**config.mk**
```make
export PLATFORM = sky130hd
export DESIGN_NAME = ecc_ctrl_top
export DESIGN_NICKNAME = d
export VERILOG_FILES = /design/src/rtl/ecc_ctrl_pkg.sv /design/src/rtl/ecc_ctrl_regfile.sv /design/src/rtl/ecc_ctrl_stub.sv /design/src/rtl/ecc_ctrl_top.sv
export SDC_FILE = /design/constraint.sdc
export NUM_CORES = 1
export LEC_CHECK = 0
export ABC_AREA = 1
export BUFFER_PORTS_ARGS = -buffer_cell sky130_fd_sc_hd__buf_2
export CORE_ASPECT_RATIO = 1.4
export CORE_MARGIN = 4
export CORE_UTILIZATION = 29
export CTS_CLUSTER_SIZE = 20
export DETAILED_ROUTE_END_ITERATION = 6
export GPL_TIMING_DRIVEN = 0
export PLACE_DENSITY_LB_ADDON = 0.12
export SLEW_MARGIN = 0
export SYNTH_ARGS = -nofsm -noshare
export SYNTH_HDL_FRONTEND = slang
export SYNTH_SLANG_ARGS = --single-unit
export TNS_END_PERCENT = 20
```
**constraint.sdc**
```tcl
create_clock -name clk -period 1.77 [get_ports clk]
set_input_delay 0.0885 -clock clk [delete_from_list [all_inputs] [get_ports clk]]
set_output_delay 0.0885 -clock clk [all_outputs]
set_load 0.005 [all_outputs]
```
**src/rtl/ecc_ctrl_pkg.sv**
```systemverilog
package ecc_ctrl_pkg;
  localparam int NSRC   = 6;
  localparam int TYPE_W = 4;
  localparam int TYPE_LSB = 3;

  localparam int OFF_CFG   = 'h00;
  localparam int OFF_STS   = 'h04;
  localparam int OFF_STEN  = 'h08;
  localparam int OFF_SGEN  = 'h0C;
  localparam int OFF_HOST  = 'h10;
  localparam int OFF_CHUNK = 'h30;
  localparam int OFF_XFER  = 'h40;
  localparam int OFF_VER   = 'hD0;

  localparam int SRC_XFER  = 0;
  localparam int SRC_MAIN  = 1;
  localparam int SRC_SPARE = 2;

  typedef struct packed {
    logic start;
    logic readDir;
  } cmd_t;

  typedef struct packed {
    logic accept;
    logic busy;
    logic done;
  } rsp_t;
endpackage

```
**src/rtl/ecc_ctrl_regfile.sv**
```systemverilog
module ecc_ctrl_regfile
  import ecc_ctrl_pkg::*;
#(
  parameter int ADDR_W  = 8,
  parameter int CHUNK_W = 8,
  parameter logic [15:0] VERSION = 16'h0003
) (
  input  logic               clk,
  input  logic               rstN,
  input  logic [ADDR_W-1:0]  busAddr,
  input  logic               busWe,
  input  logic [31:0]        busWdata,
  output logic [31:0]        busRdata,
  input  logic [NSRC-1:0]    evtIn,
  input  rsp_t               rsp,
  output cmd_t               cmd,
  output logic [CHUNK_W-1:0] chunkCnt,
  output logic [NSRC-1:0]    statusQ,
  output logic [NSRC-1:0]    staEnQ,
  output logic [NSRC-1:0]    sigEnQ,
  output logic               engEnQ,
  output logic               startPendQ,
  output logic               irqOut
);
  logic [TYPE_W-1:0] corrType;
  logic hcBurst, hcIlv, hcM2m, hcMap;
  logic readDir, contNand, contSys;
  logic [NSRC-1:0] clrMask;

  logic hitCfg, hitSts, hitStEn, hitSgEn, hitHost, hitChunk, hitXfer, hitVer;
  assign hitCfg   = busAddr == ADDR_W'(OFF_CFG);
  assign hitSts   = busAddr == ADDR_W'(OFF_STS);
  assign hitStEn  = busAddr == ADDR_W'(OFF_STEN);
  assign hitSgEn  = busAddr == ADDR_W'(OFF_SGEN);
  assign hitHost  = busAddr == ADDR_W'(OFF_HOST);
  assign hitChunk = busAddr == ADDR_W'(OFF_CHUNK);
  assign hitXfer  = busAddr == ADDR_W'(OFF_XFER);
  assign hitVer   = busAddr == ADDR_W'(OFF_VER);

  always_ff @(posedge clk) begin
    if (!rstN) begin
      engEnQ   <= 1'b0;
      corrType <= '0;
      staEnQ   <= '0;
      sigEnQ   <= '0;
      hcBurst  <= 1'b0;
      hcIlv    <= 1'b0;
      hcM2m    <= 1'b0;
      hcMap    <= 1'b0;
      chunkCnt <= '0;
      readDir  <= 1'b0;
      contNand <= 1'b0;
      contSys  <= 1'b0;
    end else if (busWe) begin
      if (hitCfg) begin
        engEnQ   <= busWdata[0];
        corrType <= busWdata[TYPE_LSB +: TYPE_W];
      end
      if (hitStEn) staEnQ <= busWdata[NSRC-1:0];
      if (hitSgEn) sigEnQ <= busWdata[NSRC-1:0];
      if (hitHost) begin
        hcBurst <= busWdata[0];
        hcIlv   <= busWdata[2];
        hcM2m   <= busWdata[4];
        hcMap   <= busWdata[5];
      end
      if (hitChunk) chunkCnt <= busWdata[CHUNK_W-1:0];
      if (hitXfer) begin
        readDir  <= busWdata[1];
        contNand <= busWdata[29];
        contSys  <= busWdata[30];
      end
    end
  end

  // start bit: set by an enabled write, dropped when the datapath takes it
  always_ff @(posedge clk) begin
    if (!rstN) begin
      startPendQ <= 1'b0;
    end else if (busWe && hitXfer && busWdata[31] && engEnQ) begin
      startPendQ <= 1'b1;
    end else if (rsp.accept) begin
      startPendQ <= 1'b0;
    end
  end

  assign clrMask = (busWe && hitSts) ? busWdata[NSRC-1:0] : '0;

  for (genvar i = 0; i < NSRC; i++) begin : g_sts
    always_ff @(posedge clk) begin
      if (!rstN) begin
        statusQ[i] <= 1'b0;
      end else if (evtIn[i] && staEnQ[i]) begin
        statusQ[i] <= 1'b1;
      end else if (clrMask[i]) begin
        statusQ[i] <= 1'b0;
      end
    end
  end

  assign irqOut = |(statusQ & sigEnQ);

  assign cmd.start   = startPendQ;
  assign cmd.readDir = readDir;

  always_comb begin
    busRdata = '0;
    unique case (1'b1)
      hitCfg: begin
        busRdata[0] = engEnQ;
        busRdata[TYPE_LSB +: TYPE_W] = corrType;
      end
      hitSts:  busRdata[NSRC-1:0] = statusQ;
      hitStEn: busRdata[NSRC-1:0] = staEnQ;
      hitSgEn: busRdata[NSRC-1:0] = sigEnQ;
      hitHost: begin
        busRdata[0] = hcBurst;
        busRdata[2] = hcIlv;
        busRdata[4] = hcM2m;
        busRdata[5] = hcMap;
      end
      hitChunk: busRdata[CHUNK_W-1:0] = chunkCnt;
      hitXfer: begin
        busRdata[31] = startPendQ;
        busRdata[30] = contSys;
        busRdata[29] = contNand;
        busRdata[1]  = readDir;
      end
      hitVer:  busRdata[31:16] = VERSION;
      default: busRdata = '0;
    endcase
  end
endmodule

```
**src/rtl/ecc_ctrl_stub.sv**
```systemverilog
module ecc_ctrl_stub
  import ecc_ctrl_pkg::*;
#(
  parameter int DONE_LAT = 4,
  parameter int CHUNK_W  = 8
) (
  input  logic               clk,
  input  logic               rstN,
  input  cmd_t               cmd,
  input  logic [CHUNK_W-1:0] chunkCnt,
  output rsp_t               rsp,
  output logic [NSRC-1:0]    evtOut
);
  localparam int CYC_W = (DONE_LAT > 1) ? $clog2(DONE_LAT) : 1;
  localparam logic [CYC_W-1:0] CYC_LAST = CYC_W'(DONE_LAT - 1);

  logic               busy;
  logic [CYC_W-1:0]   cyc;
  logic [CHUNK_W-1:0] idx, lastIdx;
  logic               accept, chunkEnd, done;

  assign accept   = cmd.start && !busy;
  assign chunkEnd = busy && (cyc == CYC_LAST);
  assign done     = chunkEnd && (idx == lastIdx);

  always_ff @(posedge clk) begin
    if (!rstN) begin
      busy    <= 1'b0;
      cyc     <= '0;
      idx     <= '0;
      lastIdx <= '0;
    end else if (accept) begin
      busy    <= 1'b1;
      cyc     <= '0;
      idx     <= '0;
      lastIdx <= (chunkCnt == '0) ? '0 : chunkCnt - 1'b1;
    end else if (busy) begin
      if (chunkEnd) begin
        cyc <= '0;
        if (done) busy <= 1'b0;
        else      idx  <= idx + 1'b1;
      end else begin
        cyc <= cyc + 1'b1;
      end
    end
  end

  assign rsp.accept = accept;
  assign rsp.busy   = busy;
  assign rsp.done   = done;

  always_comb begin
    evtOut = '0;
    evtOut[SRC_XFER]  = done;
    evtOut[SRC_MAIN]  = done;
    evtOut[SRC_SPARE] = done;
  end
endmodule

```
**src/rtl/ecc_ctrl_top.sv**
```systemverilog
module ecc_ctrl_top
  import ecc_ctrl_pkg::*;
#(
  parameter int ADDR_W   = 8,
  parameter int CHUNK_W  = 8,
  parameter int DONE_LAT = 4,
  parameter logic [15:0] VERSION = 16'h0003
) (
  input  logic              clk,
  input  logic              rstN,
  input  logic [ADDR_W-1:0] busAddr,
  input  logic              busWe,
  input  logic [31:0]       busWdata,
  output logic [31:0]       busRdata,
  input  logic [5:0]        hwEvent,
  output logic              irqOut
);
  cmd_t cmd;
  rsp_t rsp;
  logic [CHUNK_W-1:0] chunkCnt;
  logic [NSRC-1:0] stubEvt, allEvt, statusQ, staEnQ, sigEnQ;
  logic engEnQ, startPendQ;

  assign allEvt = hwEvent | stubEvt;

  ecc_ctrl_regfile #(.ADDR_W(ADDR_W), .CHUNK_W(CHUNK_W), .VERSION(VERSION)) u_regs (
    .clk(clk), .rstN(rstN), .busAddr(busAddr), .busWe(busWe), .busWdata(busWdata),
    .busRdata(busRdata), .evtIn(allEvt), .rsp(rsp), .cmd(cmd), .chunkCnt(chunkCnt),
    .statusQ(statusQ), .staEnQ(staEnQ), .sigEnQ(sigEnQ), .engEnQ(engEnQ),
    .startPendQ(startPendQ), .irqOut(irqOut)
  );

  ecc_ctrl_stub #(.DONE_LAT(DONE_LAT), .CHUNK_W(CHUNK_W)) u_stub (
    .clk(clk), .rstN(rstN), .cmd(cmd), .chunkCnt(chunkCnt), .rsp(rsp), .evtOut(stubEvt)
  );
endmodule

```
Yosys cells after proc, flatten, opt, wreduce, memory -nomap -nowiden
Cells that the tools add are included.
Word-level totals
  ROM bits: 0
  latch bits: 0
  output and inout port bits: 33
  memories: 0
  bits of input ports: 49
  register bits: 58
  RAM bits: 0
  logic and storage cells: 101
Operators by class
  eq/ne operators: 9
  multiplexer cells: 30
  shifts and indexed selects: 0
  bitwise logic cells: 4
  div/mod/pow operators: 0
  add/subtract/negate cells: 3
  $lt $le $gt $ge: 0
  reduce and logical (&&, ||, !) cells: 32
  multiply operators: 0
Operator list (count)
  1-bit 2-to-1 mux: 19
  8-bit by 4-bit equality test with 1-bit output (second input constant): 2
  8-bit zero test: 2
  1-bit case mux with 5 select lines: 3
  2-bit nonzero test: 7
  1-bit logical AND: 13
  2-bit case mux with 6 select lines: 1
  2-bit AND reduction: 6
  8-bit by 1-bit adder with 8-bit output (second input constant): 1
  8-bit by 3-bit equality test with 1-bit output (second input constant): 1
  8-bit by 5-bit equality test with 1-bit output (second input constant): 1
  8-bit by 6-bit equality test with 1-bit output (second input constant): 1
  8-bit by 7-bit equality test with 1-bit output (second input constant): 1
  8-bit equality test: 1
  8-bit equality test (second input constant): 1
  8-bit 2-to-1 mux: 1
  8-bit by 1-bit subtractor with 8-bit output (second input constant): 1
  6-bit bitwise AND: 1
  6-bit 2-to-1 mux: 1
  6-bit by 3-bit bitwise OR with 6-bit output: 1
  1-bit case mux with 6 select lines: 1
  6-bit OR reduction: 1
  2-bit 2-to-1 mux: 2
  3-bit 2-to-1 mux: 1
  7 further kinds: 8

Depth between registers and ports, before layout
  word-level depth: 7
  depth in mapped cells: 9
  mapped depth without buffers: 9

Cells and area by module
From an unflattened synthesis, not the netlist that was laid out.
Second synthesis, totals
  cell total of the unflattened synthesis: 522
  area total of the unflattened synthesis: 3538.4 um^2
Modules (own cells, without submodules)
  ecc_ctrl_regfile: seq. area each 780.7 um^2, area each 2238.4 um^2, times used 1, cells each 328
  ecc_ctrl_stub: seq. area each 380.4 um^2, area each 1232.4 um^2, times used 1, cells each 176
  ecc_ctrl_top: seq. area each 0.0 um^2, area each 67.6 um^2, times used 1, cells each 18

Least setup slack after synthesis
Ideal clock, no wire load.
  kind: register -> register
  start point: reg u_regs.chunkCnt[0]
  end point: reg u_stub.lastIdx[6]
  stages on the path, launching flop included: 8
  data required time: 1651 ps
  setup slack: 487 ps
  setup time: 119 ps
  arrival time: 1165 ps
  clock period less this slack: 1283 ps
  buffers on the path: 0
  path through: dfxtp_1 inv_1 ha_1 nand3_1 o211ai_1 a21oi_1 o21ai_0 nand2_1
On the way
  cells in the longest elaborated chain, start to end: 2
  elaborated cells between the ends (all ways): 3
  classes of those cells: 1 x add/sub; 1 x mux; 1 x reduce/logical
Ends and longest elaborated chain
  start, declared: RTL line ecc_ctrl_regfile.sv:17  | output logic [CHUNK_W-1:0] chunkCnt,
  start signal, assigned: RTL line ecc_ctrl_regfile.sv:67  | if (hitChunk) chunkCnt <= busWdata[CHUNK_W-1:0];
  8-bit by 1-bit subtractor with 8-bit output / 8-bit zero test (equally long branches): RTL line ecc_ctrl_stub.sv:36  | lastIdx <= (chunkCnt == '0) ? '0 : chunkCnt - 1'b1;
  8-bit 2-to-1 mux *: RTL line ecc_ctrl_stub.sv:36
  end signal, assigned: RTL line ecc_ctrl_stub.sv:36
  end, declared: RTL line ecc_ctrl_stub.sv:19  | logic [CHUNK_W-1:0] idx, lastIdx;
Mark *: on every way between the ends. The rest lies on a longest branch, timed or not.
A chain may end at the register's enable or synchronous reset.

Final worst setup path
Same ends and word-level chain as after synthesis.

==> metrics.cfg <==
[status]
status=completed

[die]
start_util_pct=29.71
rows=44
ios=82
die-width_um=95.27
fp.dieArea_mm2=0.01240
die-height_um=130.2
core_area_mm2=0.01041

[critical_path]
startpoint_type=register
cpPeakStageDelay_ps=480
crit_required_ps=1990
endpoint_kind=register
setup.worst_path.start=u_regs.chunkCnt[0]
crit_family=compound AO/OA/AOI/OAI gates
worstRegToRegCells=7
crit_buf_inv=1
reg2reg_to=u_stub.lastIdx[6]
critical_path_class=reg -> reg
r2r_start=u_regs.chunkCnt[0]
cp_cell_sequence=inv_1, ha_1, nand3_1, o211ai_1, a21oi_1, o21ai_0, nand2_1
slowest_stage=o211ai_1
arrival_ps=1750
path_max_fanout=8
r2r_slack_ps=240

[synth]
synth_area_leader_cell=dfxtp_1
synth_area_leaders=dfxtp_1, nand2_1, a21oi_1
synthCells=425
syn_area_mm2=0.003092
yosysWarnings=0
synth_seq_cells=58
yosysSeqAreaShare_pct=37.56
synth_top_area_share_pct=37.56
synth_cell_types=41
syn-mean-instance-area_um2=7.275

[global_route]
grt_max_degree=11
grt_usage_pct=14.90
overflow=0
antenna_found_initial=0
first_global_vias=2854
grt_pass1_wl_mm=13.83

[clock_tree]
numCtsBuffers=9
cts_setup_buffers=0
h-tree-depth=3
clock_sinks=58
cts.path.max_buffers=2
clockRootBuffer=clkbuf_16
clkSlewWorstSetupHoldPaths_ps=50
clock_latency_ps=330
cts_tree=yes

[layout]
fill_cells=1125
diodes=0
multi_input_area_mm2=0.001569
area_growth_pct=25.09
post-route-util_pct=37.17
final_nets=550
drive_gt1_share_pct=20.96
seq_area_mm2=0.001161

[timing]
slew_headroom_pct=60.73
tightestPinTransition_ps=589.1
finalSetupTns_ps=0
setup_viol=0
rsz0062_at_grt=false
finalHoldViolCount=0
max_freq_ghz=0.6521
finalCritPeriodShare_pct=86.64
fin_crit_ps=1533
skew_ps=2.939
hold_ws_ps=10.68
finalMaxSlewViolations=0

[routing]
avgViaCountPerCell=4.366
totalWireLength_mm=8.422
drt_iter0_markers=92
ant_nets=0
first_pass_iters=4
post-route-drc-count=0
wl_per_cell_um=13.18
routed-via-count=2790

[hold_path]
holdPathEnd=u_regs.statusQ[5]
min_from=hwEvent[5]
holdPathStages=3
min_path_type=in -> reg

[placed_design]
dpl.hpwl_mm=6.707
io_buffer_count=41
gp_congestion=0.8279

[job]
cap_viol_max_count=0

[power]
total_power_uw=3254
p_per_area_mw_per_mm2=841.3
ir_drop_uv=546.9
p_leak_uw=0.001777

[area by class of cell]
cell class	instances	share of cell area, %
sequential	58	30.02
clock buffer	13	6.988
clock inverter	2	0.9059
multi-input combinational	298	40.57
buffer	29	5.500
tap	138	4.465
timing repair buffer	43	5.823
inverter	58	5.726
[report_power, final]
group | switching, µW | internal [µW]
logic | 102 | 69.3
clock network | 579 | 1190
registers | 1.22 | 1310
total | 682 | 2570
[cell usage after synthesis, drive strengths merged]
cell type	count
nand3	20
o21ai	45
clkinv	2
a221oi	1
buf	26
xor2	7
a211oi	1
o211ai	3
dfxtp	58
xnor2	6
nand4	4
nor2	33
clkbuf	3
ha	4
nor3	5
a21oi	52
nand3b	2
nand2	87
inv	56
o31ai	1
a31oi	2
conb	1
o2bb2ai	1
o22ai	5
[sequential cells by signal (all words and copies together) (netlist names)]
register	cells
u_regs.engEnQ	1
u_regs.sigEnQ	6
u_regs.startPendQ	1
u_regs.corrType	4
u_regs.hcMap	1
u_stub.lastIdx	8
u_stub.busy	1
u_regs.contNand	1
u_regs.statusQ	6
u_stub.idx	8
u_regs.hcM2m	1
u_regs.chunkCnt	8
u_regs.contSys	1
u_regs.readDir	1
u_regs.hcIlv	1
u_stub.cyc	2
u_regs.staEnQ	6
u_regs.hcBurst	1
[layout by cell type, fill, tap and decap left out, types with 3 or more instances in the layout]
| cell | instances |
|---|---|
| o22ai_1 | 5 |
| buf_4 | 22 |
| clkbuf_8 | 3 |
| nand3_1 | 17 |
| o211ai_1 | 3 |
| o21ai_0 | 37 |
| a21oi_1 | 52 |
| nor3_1 | 4 |
| xnor2_1 | 6 |
| ha_1 | 4 |
| clkbuf_1 | 4 |
| nor2_1 | 24 |
| nor2_2 | 6 |
| xor2_1 | 7 |
| conb_1 | 19 |
| buf_2 | 43 |
| clkbuf_16 | 9 |
| o21ai_1 | 7 |
| inv_1 | 53 |
| dfxtp_1 | 58 |
| nand2_1 | 83 |
[metal layers]
metal | GRT usage (%) | vias up | share of wire (%) | wire length (µm)
met5 | 0 | - | 0 | 0
met4 | 6.542 | 0 | 1.8 | 151
met3 | 3.057 | 12 | 3.3 | 279
met2 | 28.21 | 39 | 56 | 4708
met1 | 15.49 | 1244 | 39 | 3283
li1 | - | 1495 | - | -
[logic make-up after synthesis]
family / synth area share [%]
fa+ha+maj: 1.619
compound gates: 19.02
xor+xnor: 3.683
flops: 37.56
simple gates: 23.96
buf+inv: 14.04
other cells: 0.1213
[how the worst max path moves through the flow]
stage | endpoint | slack [ps] | cells past startpoint
after floorplan | u_stub.lastIdx[6] | 490 | 7
after global placement | u_regs.statusQ[1] | 120 | 7
after detailed placement | u_regs.statusQ[1] | 120 | 7
after CTS | u_regs.statusQ[1] | 110 | 7
after global routing | u_regs.startPendQ | 60 | 5
final | u_stub.lastIdx[6] | 240 | 7
[timing repair]
| action | CTS | global route |
|---|---|---|
| hold buffers | 2 | 0 |
| hold endpoints to repair | 2 | 0 |
| resized for setup | 0 | 1 |
| endpoints found under the setup margin | 0 | 3 |
[through the flow]
stage	cells	cell area, µm²	setup slack, ps
6_report	639	3867	236.5
5_1_grt	639	3867	61.04
4_1_cts	639	3862	110.1
3_5_place_dp	622	3537	118.3
3_3_place_gp	622	3537	120.0
2_1_floorplan	443	3159	486.6
[worst min-delay path: stages]
cell,delay (ps)
buf_2,90
nand2_1,50
a21oi_1,60
(Power assumes the default switching activity.)
